**config.mk**
```make
export PLATFORM = sky130hd
export DESIGN_NAME = ferf_monitor
export DESIGN_NICKNAME = d
export VERILOG_FILES = /design/src/rtl/ferf_pkg.sv /design/src/rtl/ferf_detect.sv /design/src/rtl/ferf_irq.sv /design/src/rtl/ferf_regs.sv /design/src/rtl/ferf_monitor.sv
export SDC_FILE = /design/constraint.sdc
export NUM_CORES = 1
export LEC_CHECK = 0
export BUFFER_PORTS_ARGS = -buffer_cell sky130_fd_sc_hd__buf_2
export CAP_MARGIN = 20
export CORE_AREA = 2 2 39 41
export DETAILED_ROUTE_END_ITERATION = 12
export DIE_AREA = 0 0 41 43
export PLACE_DENSITY = 0.78
export SLEW_MARGIN = 10
export SYNTH_ARGS = -nofsm -noshare
export SYNTH_HDL_FRONTEND = slang
export SYNTH_SLANG_ARGS = --single-unit
```
**constraint.sdc**
```tcl
create_clock -name clk -period 1.05 [get_ports clk]
set_input_delay 0.105 -clock clk [delete_from_list [all_inputs] [get_ports clk]]
set_output_delay 0.105 -clock clk [all_outputs]
set_load 0.1 [all_outputs]
```
**src/rtl/ferf_pkg.sv**
```systemverilog
package ferf_pkg;
  localparam int REG_W      = 8;
  localparam int ADR_STATUS = 1;
  localparam int ADR_IEN    = 2;
  localparam int ADR_ISTAT  = 3;
  localparam int DEFECT_BIT = 4;
  localparam int CHG_BIT    = 3;

  // both X bits zero means the far end reports a receive failure
  function automatic logic frame_fails(input logic xa, input logic xb);
    return !xa && !xb;
  endfunction

  function automatic logic [REG_W-1:0] status_word(input logic defect);
    logic [REG_W-1:0] w;
    w = '0;
    w[DEFECT_BIT] = defect;
    return w;
  endfunction

  function automatic logic [REG_W-1:0] chg_mask();
    logic [REG_W-1:0] m;
    m = '0;
    m[CHG_BIT] = 1'b1;
    return m;
  endfunction
endpackage

```
**src/rtl/ferf_detect.sv**
```systemverilog
module ferf_detect #(
  parameter int CONFIRM_FRAMES = 2
) (
  input  logic clk,
  input  logic rst_n,
  input  logic frm_strobe,
  input  logic frm_aligned,
  input  logic xbit_1,
  input  logic xbit_2,
  output logic defect,
  output logic flip
);
  import ferf_pkg::*;
  localparam int CW = $clog2(CONFIRM_FRAMES + 1);

  logic [CW-1:0] run_q;
  logic qual, disagree, at_limit;

  assign qual     = frm_strobe && frm_aligned;
  assign disagree = frame_fails(xbit_1, xbit_2) != defect;
  assign at_limit = run_q == CW'(CONFIRM_FRAMES - 1);
  assign flip     = qual && disagree && at_limit;

  always_ff @(posedge clk) begin
    if (!rst_n) begin
      run_q  <= '0;
      defect <= 1'b0;
    end else if (qual) begin
      if (!disagree || at_limit) run_q <= '0;
      else                      run_q <= run_q + 1'b1;
      if (flip) defect <= !defect;
    end
  end


  defect_step_chk: assert property (@(posedge clk) disable iff (!rst_n)
    !$stable(defect) |-> $past(frm_strobe && frm_aligned));

  run_range_chk: assert property (@(posedge clk) disable iff (!rst_n)
    run_q < CW'(CONFIRM_FRAMES));

  run_hold_chk: assert property (@(posedge clk) disable iff (!rst_n)
    !(frm_strobe && frm_aligned) |=> $stable(run_q));
endmodule

```
**src/rtl/ferf_irq.sv**
```systemverilog
module ferf_irq (
  input  logic                      clk,
  input  logic                      rst_n,
  input  logic                      flip,
  input  logic                      istat_rd,
  input  logic                      ien_we,
  input  logic [ferf_pkg::REG_W-1:0] ien_wd,
  output logic [ferf_pkg::REG_W-1:0] istat_q,
  output logic [ferf_pkg::REG_W-1:0] ien_q,
  output logic                      irq_n
);
  import ferf_pkg::*;

  always_ff @(posedge clk) begin
    if (!rst_n) begin
      istat_q <= '0;
      ien_q   <= '0;
    end else begin
      if (flip)          istat_q <= chg_mask();
      else if (istat_rd) istat_q <= '0;
      if (ien_we) ien_q <= ien_wd & chg_mask();
    end
  end

  assign irq_n = ~|(istat_q & ien_q);


  set_on_change_chk: assert property (@(posedge clk) disable iff (!rst_n)
    flip |=> istat_q[CHG_BIT]);

  clear_on_read_chk: assert property (@(posedge clk) disable iff (!rst_n)
    (istat_rd && !flip) |=> istat_q == '0);

  sticky_chk: assert property (@(posedge clk) disable iff (!rst_n)
    (istat_q[CHG_BIT] && !istat_rd) |=> istat_q[CHG_BIT]);
endmodule

```
**src/rtl/ferf_regs.sv**
```systemverilog
module ferf_regs #(
  parameter int ADDR_W = 4
) (
  input  logic                      clk,
  input  logic                      rst_n,
  input  logic                      rd_en,
  input  logic [ADDR_W-1:0]         rd_addr,
  input  logic                      wr_en,
  input  logic [ADDR_W-1:0]         wr_addr,
  input  logic [ferf_pkg::REG_W-1:0] wr_data,
  input  logic                      defect,
  input  logic [ferf_pkg::REG_W-1:0] istat_q,
  input  logic [ferf_pkg::REG_W-1:0] ien_q,
  output logic                      istat_rd,
  output logic                      ien_we,
  output logic [ferf_pkg::REG_W-1:0] ien_wd,
  output logic [ferf_pkg::REG_W-1:0] rd_data
);
  import ferf_pkg::*;
  logic [REG_W-1:0] mux;

  assign istat_rd = rd_en && rd_addr == ADDR_W'(ADR_ISTAT);
  assign ien_we   = wr_en && wr_addr == ADDR_W'(ADR_IEN);
  assign ien_wd   = wr_data;

  always_comb begin
    mux = '0;
    if (rd_addr == ADDR_W'(ADR_STATUS))     mux = status_word(defect);
    else if (rd_addr == ADDR_W'(ADR_IEN))   mux = ien_q;
    else if (rd_addr == ADDR_W'(ADR_ISTAT)) mux = istat_q;
  end

  always_ff @(posedge clk) begin
    if (!rst_n)     rd_data <= '0;
    else if (rd_en) rd_data <= mux;
  end


  rd_hold_chk: assert property (@(posedge clk) disable iff (!rst_n)
    !rd_en |=> $stable(rd_data));
endmodule

```
**src/rtl/ferf_monitor.sv**
```systemverilog
module ferf_monitor #(
  parameter int ADDR_W         = 4,
  parameter int CONFIRM_FRAMES = 2
) (
  input  logic                      clk,
  input  logic                      rst_n,
  input  logic                      frm_strobe,
  input  logic                      frm_aligned,
  input  logic                      xbit_1,
  input  logic                      xbit_2,
  input  logic                      rd_en,
  input  logic [ADDR_W-1:0]         rd_addr,
  output logic [ferf_pkg::REG_W-1:0] rd_data,
  input  logic                      wr_en,
  input  logic [ADDR_W-1:0]         wr_addr,
  input  logic [ferf_pkg::REG_W-1:0] wr_data,
  output logic                      irq_n
);
  import ferf_pkg::*;

  logic defect, flip, istat_rd, ien_we;
  logic [REG_W-1:0] istat_q, ien_q, ien_wd;

  ferf_detect #(.CONFIRM_FRAMES(CONFIRM_FRAMES)) u_det (
    .clk(clk), .rst_n(rst_n), .frm_strobe(frm_strobe), .frm_aligned(frm_aligned),
    .xbit_1(xbit_1), .xbit_2(xbit_2), .defect(defect), .flip(flip));

  ferf_irq u_irq (
    .clk(clk), .rst_n(rst_n), .flip(flip), .istat_rd(istat_rd),
    .ien_we(ien_we), .ien_wd(ien_wd), .istat_q(istat_q), .ien_q(ien_q),
    .irq_n(irq_n));

  ferf_regs #(.ADDR_W(ADDR_W)) u_regs (
    .clk(clk), .rst_n(rst_n), .rd_en(rd_en), .rd_addr(rd_addr),
    .wr_en(wr_en), .wr_addr(wr_addr), .wr_data(wr_data), .defect(defect),
    .istat_q(istat_q), .ien_q(ien_q), .istat_rd(istat_rd), .ien_we(ien_we),
    .ien_wd(ien_wd), .rd_data(rd_data));


  status_read_chk: assert property (@(posedge clk) disable iff (!rst_n)
    (rd_en && rd_addr == ADDR_W'(ADR_STATUS)) |=> rd_data == status_word($past(defect)));

  pin_low_chk: assert property (@(posedge clk) disable iff (!rst_n)
    (flip && ien_q[CHG_BIT] && !ien_we) |=> !irq_n);

  declare_chk: assert property (@(posedge clk) disable iff (!rst_n)
    $rose(defect) |-> $past(frame_fails(xbit_1, xbit_2)));

  clear_chk: assert property (@(posedge clk) disable iff (!rst_n)
    $fell(defect) |-> $past(!frame_fails(xbit_1, xbit_2)));
endmodule

```
**Word level (Yosys, flattened, before mapping)**

Cells that the tools add are included.
W data, S select, Z words.

- Add/sub/neg operators: 1
- Bitwise logic cells: 1
- Multiplexer cells: 6
- Equal/unequal tests: 6
- Reductions and logical operators: 15

Operators by type and width:

| operator | count |
|---|---|
| $mux W8 | 2 |
| $eq A4 B2 Y1 const B | 3 |
| $mux W4 | 3 |
| $reduce_or A8 Y1 | 1 |
| $logic_and A1 B1 Y1 | 6 |
| $logic_not A1 Y1 | 5 |
| $and A4 B4 Y4 | 1 |
| $eq A4 B1 Y1 const B | 1 |
| $add A2 B1 Y2 const B | 1 |
| $eq A2 B1 Y1 const B | 1 |
| $mux W2 | 1 |
| $reduce_and A2 Y1 | 1 |
| $reduce_bool A2 Y1 | 1 |
| $logic_or A1 B1 Y1 | 1 |
| $ne A1 B1 Y1 | 1 |

- Flip-flop bits (word level): 13
- Input bits: 24
- Output and inout bits: 9

**Logic depth before layout (Yosys ltp)**

Gate-level depths: netlist (run 1).

- Depth in word-level cells: 6
- Depth in mapped cells: 5
- Gate-level depth less buffers: 5

**Modules after synthesis**

From an unflattened synthesis (run 1), not the netlist that was laid out.

- Cell total of the unflattened synthesis: 98
- Area total of the unflattened synthesis: 867.1 um^2

By module, submodules not included:

| module | sequential area each (um^2) | times used | cells each | area an instance (um^2) |
|---|---|---|---|---|
| ferf_regs | 160.2 | 1 | 58 | 516.7 |
| ferf_irq | 40.0 | 1 | 22 | 190.2 |
| ferf_detect | 60.1 | 1 | 18 | 160.2 |

**Worst setup path after synthesis (run 1)**

Ideal clock, no wire load.

- Path kind: register -> register
- Start: register u_regs.rd_data[3] (netlist name)
- End: register u_regs.rd_data[3] (netlist name)
- Data required time: 974 ps
- Stages on the path, launching flop included: 3
- Path slack: -193 ps
- Data arrival time: 1167 ps
- Cells stage by stage: dfxtp_1 > nand2b_1 > a21boi_0

RTL lines:

| what | RTL line | source |
|---|---|---|
| end signal, assigned | ferf_regs.sv:35 | `else if (rd_en) rd_data <= mux;` |
| end, declared | ferf_regs.sv:17 | `output logic [ferf_pkg::REG_W-1:0] rd_data` |

**Final worst setup path (run 1)**

- Start: register u_det.run_q[0]
- End: register u_det.run_q[1]

- Longest elaborated chain between the ends: 3

Ends and longest elaborated chain:

| what | RTL line | source |
|---|---|---|
| start, declared | ferf_detect.sv:16 | `logic [CW-1:0] run_q;` |
| start signal, assigned | ferf_detect.sv:30 | `else run_q <= run_q + 1'b1;` |
| branches (longest 2 deep; another with $add A2 B1 Y2) | -- |  |
| $mux W2 * | ferf_detect.sv:29 | `if (!disagree \|\| at_limit) run_q <= '0;` |

Mark *: on every way between the ends.
A chain may end at the register's enable or synchronous reset.

==> results of run 1 <==
[cell type report]
| cell class | instances | area share, % |
|---|---|---|
| Sequential cell | 7 | 24.2 |
| Clock buffer | 4 | 4.46 |
| Multi-Input combinational cell | 35 | 42.9 |
| Timing Repair Buffer | 19 | 23.8 |
| Inverter | 2 | 1.27 |
| Tap cell | 16 | 3.40 |
[repair_timing]
action	4_1_cts	5_1_grt
gates resized for setup	2	1
buffers inserted	0	0
setup endpoints to repair	1	4
[stage by stage]
stage	TNS (ns)	power (W)	std cells
4_1_cts	0	0.000684	83
6_report	0	0.000683	83
3_5_place_dp	-0.0280	0.000434	79
2_1_floorplan	0	0.000411	51
5_1_grt	-0.0317	0.000706	83
3_3_place_gp	0	0.000432	79
[layer usage]
metal  vias up  wire [um]
met5         -          0
met2        20        414
met3         2         44
met1       176        325
li1        195          -
met4         0         12
[Yosys cell counts]
cell type  n  area, sq um
clkbuf_2   1         5.00
nand2_1    4         15.0
conb_1     1         3.75
nor2_4     1         11.3
mux2_2     1         11.3
a21oi_1    1         5.00
nor2b_1    2         12.5
mux2i_1    1         10.0
a21boi_0   2         15.0
nor4b_2    1         15.0
nand4_1    2         12.5
ha_1       1         12.5
and4_1     1         8.76
nor2_1     1         3.75
dfxtp_1    7          140
a41o_1     1         10.0
o41ai_1    2         17.5
nand2b_1   2         12.5
nand3_1    4         20.0
xnor2_1    1         8.76
o32ai_1    1         8.76
buf_4      6         45.0
inv_1      2         7.51
[worst min path at each step]
| stage | depth (start not counted) | startpoint | to |
|---|---|---|---|
| global placement | 2 | wr_data[3] | u_irq.ien_q[3]$_SDFFE_PN0P_ |
| floorplan | 1 | wr_data[3] | u_irq.ien_q[3]$_SDFFE_PN0P_ |
| detailed placement | 2 | wr_data[3] | u_irq.ien_q[3]$_SDFFE_PN0P_ |
| finish | 2 | wr_data[3] | u_irq.ien_q[3]$_SDFFE_PN0P_ |
| CTS | 2 | wr_data[3] | u_irq.ien_q[3]$_SDFFE_PN0P_ |
| global route | 2 | wr_data[3] | u_irq.ien_q[3]$_SDFFE_PN0P_ |
[report_power, final]
part | leakage (nW) | internal (W) | total (W) | switching [W]
clock | 0.0150 | 0.000145 | 0.000251 | 0.000106
sequential | 0.0575 | 0.000268 | 0.000270 | 0.00000222
combinational | 0.184 | 0.0000366 | 0.000162 | 0.000125
[sequential cells by signal, indices dropped and copies added, names as in the netlist]
| name | flops |
|---|---|
| u_det.defect | 1 |
| u_det.run_q | 2 |
| u_regs.rd_data | 2 |
| u_irq.ien_q | 1 |
| u_irq.istat_q | 1 |
[cells by family (layout without fill, tap and decap cells)]
family	count (synthesis)	after routing	synth area share, %
other	1	6	0.911
AOI/OAI and AO/OA	7	7	13.7
buffers and inverters	9	25	14.0
adders and majority gates	1	1	3.04
DFF	7	7	34.0
muxes	2	2	5.17
xor gates and xnor gates	1	1	2.13
and+or+nand+nor	18	18	27.0
==> impl_metrics.yaml, run 1 <==
worst_hold_path:
  min_path_type: "in -> reg"
placement:
  dpl-instance-area_sq_um: 543
  dpl.hpwl_um: 647
  pre_cts_ws_ns: -0.0280
  gp_congestion: 0.739
  numPortBuffers: 19
worst_setup_path:
  path_depth: 2
  cp-start-kind: "flip-flop"
  setup.worst_path.start: "u_det.run_q[0]$_SDFFE_PN0P_"
  slowest_stage: "dfxtp_1"
  crit_type: "reg -> reg"
  critPathMaxStageDelay_ns: 0.40
  r2r_setup_slack_ns: 0.04
  endpoint_kind: "flip-flop"
  path_cells: "ha_4 -> o41ai_2"
  critical_path_buf_inv_count: 0
  rr_worst_depth: 2
  cp.arrival_ns: 1.16
  rr_endpoint: "u_det.run_q[1]$_SDFFE_PN0P_"
  crit_fanout: 3
  crit_required_ns: 1.21
  crit_end: "u_det.run_q[1]$_SDFFE_PN0P_"
  r2r_start: "u_det.run_q[0]$_SDFFE_PN0P_"
  critPathTopFamily: "flip-flops"
pwr:
  powerDensity_mw_per_mm2: 1160
  ir_drop_v: 0.000588
  p_leak_nw: 0.256
global_routing:
  overflow: 0
  gr-usage-met3_pct: 1.57
  met1_usage_pct: 12.3
  met2_usage_pct: 17.2
  grt-busiest-layer: "met2"
  grt_pass1_vias: 364
  grt_pass1_wl_um: 1300
  grt_use_total_pct: 10.3
  grt_max_degree: 10
  antenna_found_initial: 0
finish:
  drive_gt1_share_pct: 43.3
  layout.nets: 93
  syn2layout_area_growth_pct: 43.2
  fillCellCount: 141
  mostFrequentLayoutCells: "16 x buf_2, 6 x conb_1, 5 x dfxtp_1"
  multiInputGateArea_sq_um: 253
  design_area_sq_um: 589
  fin_util_pct: 42.6
  final_common_cell: "buf_2"
  register_area_sq_um: 143
  insertedDiodeCount: 0
floorplanning:
  num_rows: 14
  start_util_pct: 29.7
  core_area_sq_mm: 0.00138
  boundaryPins: 33
  die-area_sq_mm: 0.00176
  die_y_um: 43
  die-width_um: 41
logic_synthesis:
  synth.ff_latch_count: 7
  ys_seq_area_share_pct: 34.0
  synth_cells: 46
  yosysWarningCount: 0
  avgSynthCellArea_sq_um: 8.95
  synthDistinctLibCells: 23
  syn_area_sq_um: 412
cts:
  path_clk_slew_ns: 0.05
  cts_tree: "built"
  hold_buffers: 0
  clock-sinks: 7
  clockRootBuffer: "clkbuf_4"
  clockBufferDepth: 2
  cts_inserted_buffers: 3
  clkLatencyLatePin_ns: 0.25
  htree_num_levels: 1
routing:
  ant_nets: 0
  post-route-drc-count: 0
  dr.pass1.iters: 4
  via_count: 393
  wl_per_cell_um: 9.60
  drtIter0Drc: 2
  viasPerCell: 4.73
  routed_wl_um: 797
sta:
  fmax_ghz: 0.993
  fin_ws_ns: 0.0432
  rsz0062_at_grt: "true"
  finalHoldViolations: 0
  period_share_pct: 95.9
  setup_viol: 0
  min_period_ns: 1.01
  hold-worst-slack_ns: 0.0826
  clock_skew_ns: 0.000807
  drv_slew: 0
status:
  status: "finished clean"
job:
  cap_violations: 0
Note: power is estimated with default switching activity, not from simulation.
==> run 2, diff against run 1 <==
BUFFER_PORTS_ARGS = -buffer_cell sky130_fd_sc_hd__buf_4   (was -buffer_cell sky130_fd_sc_hd__buf_2)
PLACE_DENSITY = 0.76   (was 0.78)
clock period = 1.15 ns   (was 1.05 ns; I/O delays follow)
==> impl_metrics.yaml, run 2 (synthesis results as in run 1) <==
floorplanning:
  start_util_pct: 29.7
  die-area_sq_mm: 0.00176
  die-width_um: 41
  core_area_sq_mm: 0.00138
  num_rows: 14
  die_y_um: 43
  boundaryPins: 33
worst_setup_path:
  rr_endpoint: "u_det.run_q[1]$_SDFFE_PN0P_"
  rr_worst_depth: 3
  setup.worst_path.start: "u_det.run_q[1]$_SDFFE_PN0P_"
  critPathMaxStageDelay_ns: 0.35
  crit_required_ns: 1.29
  endpoint_kind: "flip-flop"
  crit_fanout: 2
  r2r_setup_slack_ns: 0.06
  crit_type: "reg -> reg"
  critPathTopFamily: "compound AO/OA/AOI/OAI gates"
  r2r_start: "u_det.run_q[1]$_SDFFE_PN0P_"
  cp.arrival_ns: 1.23
  slowest_stage: "o41ai_1"
  path_cells: "inv_1 -> ha_1 -> o41ai_1"
  critical_path_buf_inv_count: 1
  cp-start-kind: "flip-flop"
finish:
  insertedDiodeCount: 0
  syn2layout_area_growth_pct: 38.9
  reg_top3: "u_det.run_q (2), u_regs.rd_data (2)"
  drive_gt1_share_pct: 40.3
  final_common_cell: "buf_4"
  mostFrequentLayoutCells: "19 x buf_4, 6 x conb_1, 5 x dfxtp_1"
  layout.nets: 93
  fillCellCount: 152
  design_area_sq_um: 572
  register_area_sq_um: 143
  multiInputGateArea_sq_um: 233
sta:
  fin_tns_setup_ns: 0
  clock_skew_ns: 0.000376
  fmax_ghz: 0.916
  rsz0062_at_grt: "false"
  setup_viol: 0
  fin_ws_ns: 0.0586
  min_period_ns: 1.09
  finalHoldViolations: 0
  drv_slew: 0
  period_share_pct: 94.9
routing:
  drtIter0Drc: 0
  ant_nets: 0
  wl_per_cell_um: 9.49
  post-route-drc-count: 0
  via_count: 376
  viasPerCell: 4.53
  routed_wl_um: 788
  dr.pass1.iters: 1
cts:
  post_cts_buffers: 0
  cts_inserted_buffers: 3
  clockBufferDepth: 2
  path_clk_slew_ns: 0.05
  clock-sinks: 7
  clockRootBuffer: "clkbuf_4"
  cts_resized: 0
  hold_buffers: 0
  clkLatencyLatePin_ns: 0.25
  cts_tree: "built"
  htree_num_levels: 1
placement:
  dpl.hpwl_um: 618
  gp_congestion: 0.715
  numPortBuffers: 19
  pre_cts_ws_ns: 0.0512
  dpl-instance-area_sq_um: 546
pwr:
  seqPwrFrac_pct: 38.9
  ir_drop_v: 0.000691
  p_int_w: 0.000424
  clkPwrFrac_pct: 35.7
  p_sw_w: 0.000208
  p_leak_nw: 0.252
  switching_share_pct: 32.9
  pwr-share-comb_pct: 25.4
  powerDensity_mw_per_mm2: 1100
worst_hold_path:
  worstHoldEndpoint: "u_irq.ien_q[3]$_SDFFE_PN0P_"
  min_path_cells: 2
  min_path_type: "in -> reg"
  worstHoldStart: "wr_data[3]"
global_routing:
  antenna_found_initial: 0
  grt_use_total_pct: 11.4
  grt_pass1_wl_um: 1370
  grt_max_degree: 10
  grt_pass1_vias: 341
  overflow: 0
status:
  status: "finished clean"
job:
  cap_violations: 0
-- run 2: power by group through the flow --
stage	logic, W	registers [W]	clock network (W)
after global placement	0.000158	0.000251	0
final	0.000160	0.000246	0.000226
after CTS	0.000161	0.000246	0.000227
after detailed placement	0.000160	0.000251	0
after global routing	0.000170	0.000246	0.000241
after floorplan	0.000125	0.000251	0
-- run 2: worst max path at each step --
stage               depth (start not counted)                          end
floorplan                                   1                        irq_n
global placement                            3  u_det.run_q[1]$_SDFFE_PN0P_
global route                                3  u_det.run_q[1]$_SDFFE_PN0P_
finish                                      3  u_det.run_q[1]$_SDFFE_PN0P_
detailed placement                          3  u_det.run_q[1]$_SDFFE_PN0P_
CTS                                         3  u_det.run_q[1]$_SDFFE_PN0P_
-- run 2: stage by stage --
stage | cells | util, % | hold WS, ns | total power [W]
3_5_place_dp | 79 | 39.4 | 0.371 | 0.000411
4_1_cts | 83 | 41.3 | 0.115 | 0.000633
2_1_floorplan | 51 | - | 0.267 | 0.000376
5_1_grt | 83 | 41.3 | 0.111 | 0.000657
6_report | 83 | 41.3 | 0.109 | 0.000632
3_3_place_gp | 79 | 39.4 | 0.350 | 0.000410
-- run 2: area by class of cell --
class | count | area share [%]
inverters | 2 | 1.31
well taps | 16 | 3.50
flip-flops and latches | 7 | 24.9
multi-input cells | 35 | 40.7
clock buffers | 4 | 4.60
repair buffers | 19 | 24.9
-- run 2: routing by layer --
| layer | up-vias | GRT usage [%] | share of wire [%] |
|---|---|---|---|
| li1 | 193 | - | - |
| met3 | 4 | 3.14 | 6.9 |
| met4 | 0 | 6.00 | 1.9 |
| met2 | 13 | 18.4 | 54 |
| met1 | 166 | 12.6 | 38 |
| met5 | - | 0 | 0 |
